`config.mk`:
```
export PLATFORM = sky130hd
export DESIGN_NAME = sint_to_single_cvt
export DESIGN_NICKNAME = d
export VERILOG_FILES = /design/src/rtl/sxcvt_pkg.sv /design/src/rtl/sxcvt_lzc.sv /design/src/rtl/sxcvt_norm.sv /design/src/rtl/sxcvt_round.sv /design/src/rtl/sxcvt_pack.sv /design/src/rtl/sint_to_single_cvt.sv
export SDC_FILE = /design/constraint.sdc
export NUM_CORES = 1
export LEC_CHECK = 0
export CAP_MARGIN = 40
export CORE_UTILIZATION = 40
export CTS_CLUSTER_SIZE = 10
export DETAILED_ROUTE_END_ITERATION = 6
export HOLD_SLACK_MARGIN = 0.15
export PLACE_DENSITY_LB_ADDON = 0.2
export SETUP_SLACK_MARGIN = 0.1
export SYNTH_ARGS = -nofsm -noshare
export SYNTH_HDL_FRONTEND = slang
export SYNTH_HIERARCHICAL = 1
export SYNTH_SLANG_ARGS = --single-unit
```
`constraint.sdc`:
```
create_clock -name clk_i -period 1.09 [get_ports clk_i]
set_clock_uncertainty 0.1 [all_clocks]
set_input_delay 0.1635 -clock clk_i [delete_from_list [all_inputs] [get_ports clk_i]]
set_output_delay 0.1635 -clock clk_i [all_outputs]
set_load 0.01 [all_outputs]
```
`src/rtl/sxcvt_pkg.sv`:
```
`timescale 1ns/1ps
package sxcvt_pkg;
  localparam int INT_W    = 64;
  localparam int SP_FRAC  = 23;
  localparam int SP_EXP_W = 8;
  localparam int SP_BIAS  = (1 << (SP_EXP_W - 1)) - 1;
  localparam int DP_FRAC  = 52;
  localparam int DP_EXP_W = 11;
  localparam int DP_BIAS  = (1 << (DP_EXP_W - 1)) - 1;
  localparam int REBIAS   = DP_BIAS - SP_BIAS;

  typedef enum logic [1:0] {
    RM_NEAR_EVEN = 2'b00,
    RM_TO_ZERO   = 2'b01,
    RM_TO_POS    = 2'b10,
    RM_TO_NEG    = 2'b11
  } rmode_e;

  localparam logic [4:0] CLS_POS_ZERO = 5'b00010;
  localparam logic [4:0] CLS_POS_NORM = 5'b00100;
  localparam logic [4:0] CLS_NEG_NORM = 5'b01000;
endpackage

```
`src/rtl/sxcvt_lzc.sv`:
```
`timescale 1ns/1ps
module sxcvt_lzc #(
  parameter int W  = 64,
  parameter int CW = $clog2(W) + 1
) (
  input  logic [W-1:0]  in_i,
  output logic [CW-1:0] cnt_o
);
  logic [W:0]    seen;
  logic [CW-1:0] cnt_at [W+1];

  assign seen[W]   = 1'b0;
  assign cnt_at[W] = CW'(W);

  // priority chain from MSB down: first set bit wins
  for (genvar i = W - 1; i >= 0; i--) begin : g_chain
    assign seen[i]   = seen[i+1] | in_i[i];
    assign cnt_at[i] = seen[i+1] ? cnt_at[i+1] : (in_i[i] ? CW'(W - 1 - i) : CW'(W));
  end

  assign cnt_o = cnt_at[0];
endmodule

```
`src/rtl/sxcvt_norm.sv`:
```
`timescale 1ns/1ps
module sxcvt_norm #(
  parameter int INT_W = 64,
  parameter int MAN_W = 24,
  parameter int CW    = $clog2(INT_W) + 1
) (
  input  logic [INT_W-1:0] src_i,
  output logic             neg_o,
  output logic             zero_o,
  output logic [MAN_W-1:0] mant_o,
  output logic             guard_o,
  output logic             sticky_o,
  output logic [CW-1:0]    exp_o
);
  localparam int GRD = INT_W - MAN_W - 1;

  logic [INT_W-1:0] mag;
  logic [INT_W-1:0] norm;
  logic [CW-1:0]    lz;

  assign neg_o  = src_i[INT_W-1];
  assign mag    = neg_o ? (~src_i + INT_W'(1)) : src_i;
  assign zero_o = (mag == '0);

  sxcvt_lzc #(.W(INT_W), .CW(CW)) u_lzc (
    .in_i  (mag),
    .cnt_o (lz)
  );

  assign norm     = mag << lz;
  assign mant_o   = norm[INT_W-1 -: MAN_W];
  assign guard_o  = norm[GRD];
  assign sticky_o = |norm[GRD-1:0];
  assign exp_o    = CW'(INT_W - 1) - lz;
endmodule

```
`src/rtl/sxcvt_round.sv`:
```
`timescale 1ns/1ps
module sxcvt_round
  import sxcvt_pkg::*;
#(
  parameter int MAN_W = 24,
  parameter int CW    = 7
) (
  input  logic [MAN_W-1:0] mant_i,
  input  logic             guard_i,
  input  logic             sticky_i,
  input  logic             neg_i,
  input  logic [CW-1:0]    exp_i,
  input  logic [1:0]       rmode_i,
  output logic [MAN_W-2:0] frac_o,
  output logic [CW-1:0]    exp_o,
  output logic             fr_o,
  output logic             fi_o
);
  logic         inexact;
  logic         inc;
  logic [MAN_W:0] sum;

  assign inexact = guard_i | sticky_i;

  always_comb begin
    unique case (rmode_e'(rmode_i))
      RM_NEAR_EVEN: inc = guard_i & (sticky_i | mant_i[0]);
      RM_TO_ZERO:   inc = 1'b0;
      RM_TO_POS:    inc = ~neg_i & inexact;
      RM_TO_NEG:    inc = neg_i & inexact;
      default:      inc = 1'b0;
    endcase
  end

  // carry out leaves sum[MAN_W-2:0] zero, i.e. 1.0 of the next binade
  assign sum    = {1'b0, mant_i} + (MAN_W+1)'(inc);
  assign frac_o = sum[MAN_W-2:0];
  assign exp_o  = exp_i + CW'(sum[MAN_W]);
  assign fr_o   = inc;
  assign fi_o   = inexact;
endmodule

```
`src/rtl/sxcvt_pack.sv`:
```
`timescale 1ns/1ps
module sxcvt_pack
  import sxcvt_pkg::*;
#(
  parameter int CW = 7
) (
  input  logic               neg_i,
  input  logic               zero_i,
  input  logic [SP_FRAC-1:0] frac_i,
  input  logic [CW-1:0]      exp_i,
  output logic [63:0]        dp_o,
  output logic [4:0]         cls_o
);
  localparam int PAD = DP_FRAC - SP_FRAC;

  logic [SP_EXP_W-1:0] sp_exp;
  logic [DP_EXP_W-1:0] dp_exp;

  assign sp_exp = SP_EXP_W'(exp_i) + SP_EXP_W'(SP_BIAS);
  assign dp_exp = DP_EXP_W'(sp_exp) + DP_EXP_W'(REBIAS);
  assign dp_o   = zero_i ? 64'd0 : {neg_i, dp_exp, frac_i, {PAD{1'b0}}};

  // class from the single-precision view: sign and zero only can occur
  always_comb begin
    if (zero_i)     cls_o = CLS_POS_ZERO;
    else if (neg_i) cls_o = CLS_NEG_NORM;
    else            cls_o = CLS_POS_NORM;
  end
endmodule

```
`src/rtl/sint_to_single_cvt.sv`:
```
`timescale 1ns/1ps
module sint_to_single_cvt
  import sxcvt_pkg::*;
#(
  parameter int SRC_W = 128
) (
  input  logic             clk_i,
  input  logic             rst_ni,
  input  logic             valid_i,
  input  logic             fac_en_i,
  input  logic [1:0]       rmode_i,
  input  logic [SRC_W-1:0] src_i,
  input  logic             xx_i,
  output logic [SRC_W-1:0] res_o,
  output logic             res_we_o,
  output logic             fr_o,
  output logic             fi_o,
  output logic [4:0]       class_o,
  output logic             xx_o,
  output logic             fx_o,
  output logic             unavail_o
);
  localparam int MAN_W = SP_FRAC + 1;
  localparam int CW    = $clog2(INT_W) + 1;
  localparam int PAD   = DP_FRAC - SP_FRAC;

  logic             unused_hi;
  logic             neg, zero, guard, sticky, fr_c, fi_c;
  logic [MAN_W-1:0] mant;
  logic [CW-1:0]    exp_n, exp_r;
  logic [SP_FRAC-1:0] frac;
  logic [63:0]      dp;
  logic [4:0]       cls;
  logic             do_wr, do_off;

  assign unused_hi = ^src_i[SRC_W-1:INT_W];

  sxcvt_norm #(.INT_W(INT_W), .MAN_W(MAN_W), .CW(CW)) u_norm (
    .src_i    (src_i[INT_W-1:0]),
    .neg_o    (neg),
    .zero_o   (zero),
    .mant_o   (mant),
    .guard_o  (guard),
    .sticky_o (sticky),
    .exp_o    (exp_n)
  );

  sxcvt_round #(.MAN_W(MAN_W), .CW(CW)) u_round (
    .mant_i   (mant),
    .guard_i  (guard),
    .sticky_i (sticky),
    .neg_i    (neg),
    .exp_i    (exp_n),
    .rmode_i  (rmode_i),
    .frac_o   (frac),
    .exp_o    (exp_r),
    .fr_o     (fr_c),
    .fi_o     (fi_c)
  );

  sxcvt_pack #(.CW(CW)) u_pack (
    .neg_i  (neg),
    .zero_i (zero),
    .frac_i (frac),
    .exp_i  (exp_r),
    .dp_o   (dp),
    .cls_o  (cls)
  );

  assign do_wr  = valid_i & fac_en_i;
  assign do_off = valid_i & ~fac_en_i;

  always_ff @(posedge clk_i or negedge rst_ni) begin
    if (!rst_ni) begin
      res_o     <= '0;
      res_we_o  <= 1'b0;
      fr_o      <= 1'b0;
      fi_o      <= 1'b0;
      class_o   <= '0;
      xx_o      <= 1'b0;
      fx_o      <= 1'b0;
      unavail_o <= 1'b0;
    end else begin
      res_we_o  <= do_wr;
      unavail_o <= do_off;
      fx_o      <= do_wr & fi_c;
      if (do_wr) begin
        res_o   <= {{(SRC_W-64){1'b0}}, dp};
        fr_o    <= fr_c & ~zero;
        fi_o    <= fi_c & ~zero;
        class_o <= cls;
        xx_o    <= xx_i | fi_c;
      end else if (do_off) begin
        xx_o    <= xx_i;
      end
    end
  end

  a_r4_hi_zero: assert property (@(posedge clk_i) disable iff (!rst_ni)
    res_we_o |-> (res_o[SRC_W-1:64] == '0));
  a_r3_tail_zero: assert property (@(posedge clk_i) disable iff (!rst_ni)
    res_we_o |-> (res_o[PAD-1:0] == '0));
  a_r5_off_no_write: assert property (@(posedge clk_i) disable iff (!rst_ni)
    (valid_i && !fac_en_i) |=> (!res_we_o && unavail_o));
  a_r5_off_keeps_res: assert property (@(posedge clk_i) disable iff (!rst_ni)
    (valid_i && !fac_en_i) |=> $stable(res_o));
  a_r6_fr_implies_fi: assert property (@(posedge clk_i) disable iff (!rst_ni)
    (res_we_o && fr_o) |-> fi_o);
  a_r7_sticky_kept: assert property (@(posedge clk_i) disable iff (!rst_ni)
    (valid_i && xx_i) |=> xx_o);
  a_r7_fx_with_fi: assert property (@(posedge clk_i) disable iff (!rst_ni)
    fx_o |-> (xx_o && fi_o && res_we_o));
  a_r8_class_onehot: assert property (@(posedge clk_i) disable iff (!rst_ni)
    res_we_o |-> ($countones(class_o) == 1));
  a_r8_class_sign: assert property (@(posedge clk_i) disable iff (!rst_ni)
    (res_we_o && class_o == CLS_NEG_NORM) |-> res_o[63]);
  a_r9_zero_exact: assert property (@(posedge clk_i) disable iff (!rst_ni)
    (valid_i && fac_en_i && src_i[INT_W-1:0] == '0) |=> (res_o[63:0] == '0 && !fi_o && !fr_o));
  a_r10_we_cause: assert property (@(posedge clk_i) disable iff (!rst_ni)
    res_we_o |-> !unavail_o);
endmodule

```
==> reports/results.ini <==
[outcome]
status=finished with violations
violations=negative setup slack

[timing]
setup-violations-final=116
rsz0062_at_grt=true
tightest_slew_ns=0.5808
hold_viol=0
post-route-min-period_ns=9.031
tns_ns=-284.24
slew_violations=0
clock.fmax_mhz=110.7
fin_crit_sh_pct=828.6
relSlewSlack_pct=60.87
fin_ws_ns=-7.941
finalHoldWorstSlack_ns=0.1308

[worst_hold_path]
hp-class=in -> reg
hold_depth=4
holdPathEnd=fr_o$_DFFE_PN0P_
hold_start=valid_i

[worst_setup_path]
path_common_cell=buf_4
critPathSlowestCell=or4_4
reg2regPathDepth=3
cp_max_fo=8
critPathKind=in -> reg
cp.arrival_ns=9.15
startpoint_type=input port
reg2reg_from=res_o[60]$_DFFE_PN0P_
r2r_setup_slack_ns=-0.06
cp_num_buf_inv=12
cp.required_ns=1.21
cpPeakStageDelay_ns=0.53
endpoint_kind=flop
crit_family=simple AND/OR/NAND/NOR gates
worst_r2r_endpoint=res_o[60]$_DFFE_PN0P_

[logic_synthesis]
yosys_warnings=6
syn_area_per_cell_um2=8.097
async_reset_ff_share_pct=100.0
syn_inst=1542
synth_area_leaders=dfrtp_1 15%, mux2_4 8.1%, buf_4 6.6%
synthDistinctLibCells=99
synth_edf_count=0
synth.largest_area_cell=dfrtp_1
netlist_area_um2=12490
synth_top_flop_cell=dfrtp_1
synth-seq-cells=75
netlist.area_leader.share_pct=15.03
yosysSeqAreaShare_pct=15.03

[detailed_routing]
ant_nets=0
viasPerCell=5.594
drt_first_iter_violations=1340
totalWireLength_um=52690
vias=15160
drc=0
wire_per_inst_um=19.44
firstDrtPassIters=5

[clock_network]
cts_root_buf=clkbuf_16
cts_inserted_buffers=9
htree_levels=3
cts_tree=yes
clk-insertion-delay-late_ns=0.33
clk_pin_slew_worst_paths_ns=0.08
cts.sink_count=75
clockBufferDepth=2

[finish]
syn2layout_area_growth_pct=63.72
drive_above_1_share_pct=49.87
final_cell_mix=656 x buf_4, 125 x nor2_1, 95 x conb_1
n_antenna_cell=0
num-nets-final=2450
fin_util_pct=66.65
instances_no_fill=2710
final_common_cell=buf_4

[job]
max_cap_viol_count=0

[placement]
post-dp-hpwl_um=40390
port_buffers=145
gp_congestion=0.9544
dp.cells=2569

[grt]
grt-ovfl-total=0
antenna_found_initial=0
grtUsageTotal_pct=31.52
grt_pass1_wl_um=78910
grt_max_degree=41
grt_pass1_vias=14280

[floorplanning]
die_w_um=178.7
num_rows=64
ios=274
start_util_pct=40.71
fp.dieH_um=178.7
die-area_um2=31920
core_area_um2=30670

[power]
total_leakage_power_nw=9.272
power_density_nw_per_um2=1084
irDropWorstVdd_mv=0.8341

==> tightest hold or removal path, stage by stage <==
cell and delay, ns:
clkbuf_2 0.09, buf_4 0.12, nand4b_1 0.08, o21ai_0 0.09
==> sequential cells by signal, summed over array words and instances, names as in the netlist <==
signal / count
res_o: 64
class_o: 5
fi_o: 1
fr_o: 1
fx_o: 1
res_we_o: 1
unavail_o: 1
xx_o: 1
==> worst max-delay path by stage <==
stage,from,depth (start not counted),endpoint
5_1_grt,src_i[38],46,res_o[58]$_DFFE_PN0P_
4_1_cts,src_i[38],45,res_o[58]$_DFFE_PN0P_
3_5_place_dp,src_i[4],45,res_o[58]$_DFFE_PN0P_
6_report,src_i[38],47,res_o[58]$_DFFE_PN0P_
3_3_place_gp,src_i[4],45,res_o[58]$_DFFE_PN0P_
2_1_floorplan,src_i[11],44,res_o[58]$_DFFE_PN0P_
==> cells by family after synthesis <==
family                     Yosys count  share of synthesized area (%)
and+or+nand+nor                    543                          24.42
AOI/OAI and AO/OA                  386                          21.31
buffers and inverters              264                          12.50
muxes                              180                          19.98
xor gates and xnor gates            86                          6.093
DFF                                 75                          15.03
adders and majority gates            6                         0.6012
other                                2                        0.06015
==> synthesized netlist by cell type, drive strengths merged, types with 6 or more instances <==
cell type  number
o31ai          25
clkbuf         51
and2b           6
mux4           26
xnor2          59
mux2i          61
a2111oi         6
o41ai          16
nand4          31
ha              6
o22ai          17
a221oi         11
or3            23
nor2b          30
nor3           49
a21oi          67
nor4           37
o21a            8
or4            28
nand2          90
buf           151
nor2          134
o211ai         18
and2            9
and4            6
o22a            6
o221ai          8
dfrtp          75
mux2           93
inv            60
a211o           7
xor2           27
a31oi          21
a211oi         15
nand2b         15
and3           10
nand3          45
or2            13
o21ai          87
==> metrics by stage <==
step           cell area (µm²)  setup WS (ns)  total power, mW
5_1_grt                  20440         -8.223            23.34
2_1_floorplan            13080         -7.427            10.60
6_report                 20440         -7.941            22.17
4_1_cts                  19780         -7.776            21.49
3_5_place_dp             18290         -9.039            17.58
3_3_place_gp             18290         -8.870            17.43
==> where the power goes <==
group          switching (mW)  internal [mW]  total (mW)
Clock                    1.32           1.59        2.92
Combinational            7.22           8.29        15.5
Sequential              0.363           3.37        3.73
==> what timing repair did <==
action                                  4_1_cts  5_1_grt
setup buffers                                67       65
hold endpoints to repair                     75        2
gates cloned                                  0        2
resized for setup                           349      227
hold buffers                                  1        1
pin swaps                                    72       69
endpoints found under the setup margin      148      149
==> area by class of cell <==
class | instances | area [µm²]
clock buffer | 9 | 225.2
inverter | 62 | 234.0
multi-input combinational | 1296 | 10580
sequential | 75 | 1877
tap | 396 | 495.5
clock inverter | 7 | 62.56
timing repair buffer | 865 | 6964
fill | 2555 | 10230
==> metal layers <==
metal,wire [µm],vias up,GRT usage [%]
li1,-,7142,-
met1,23360,7358,43.45
met2,24880,596,51.94
met3,3506,64,4.156
met4,939,0,7.239
met5,0,-,0
No activity file was read; power rests on OpenSTA's default activity.
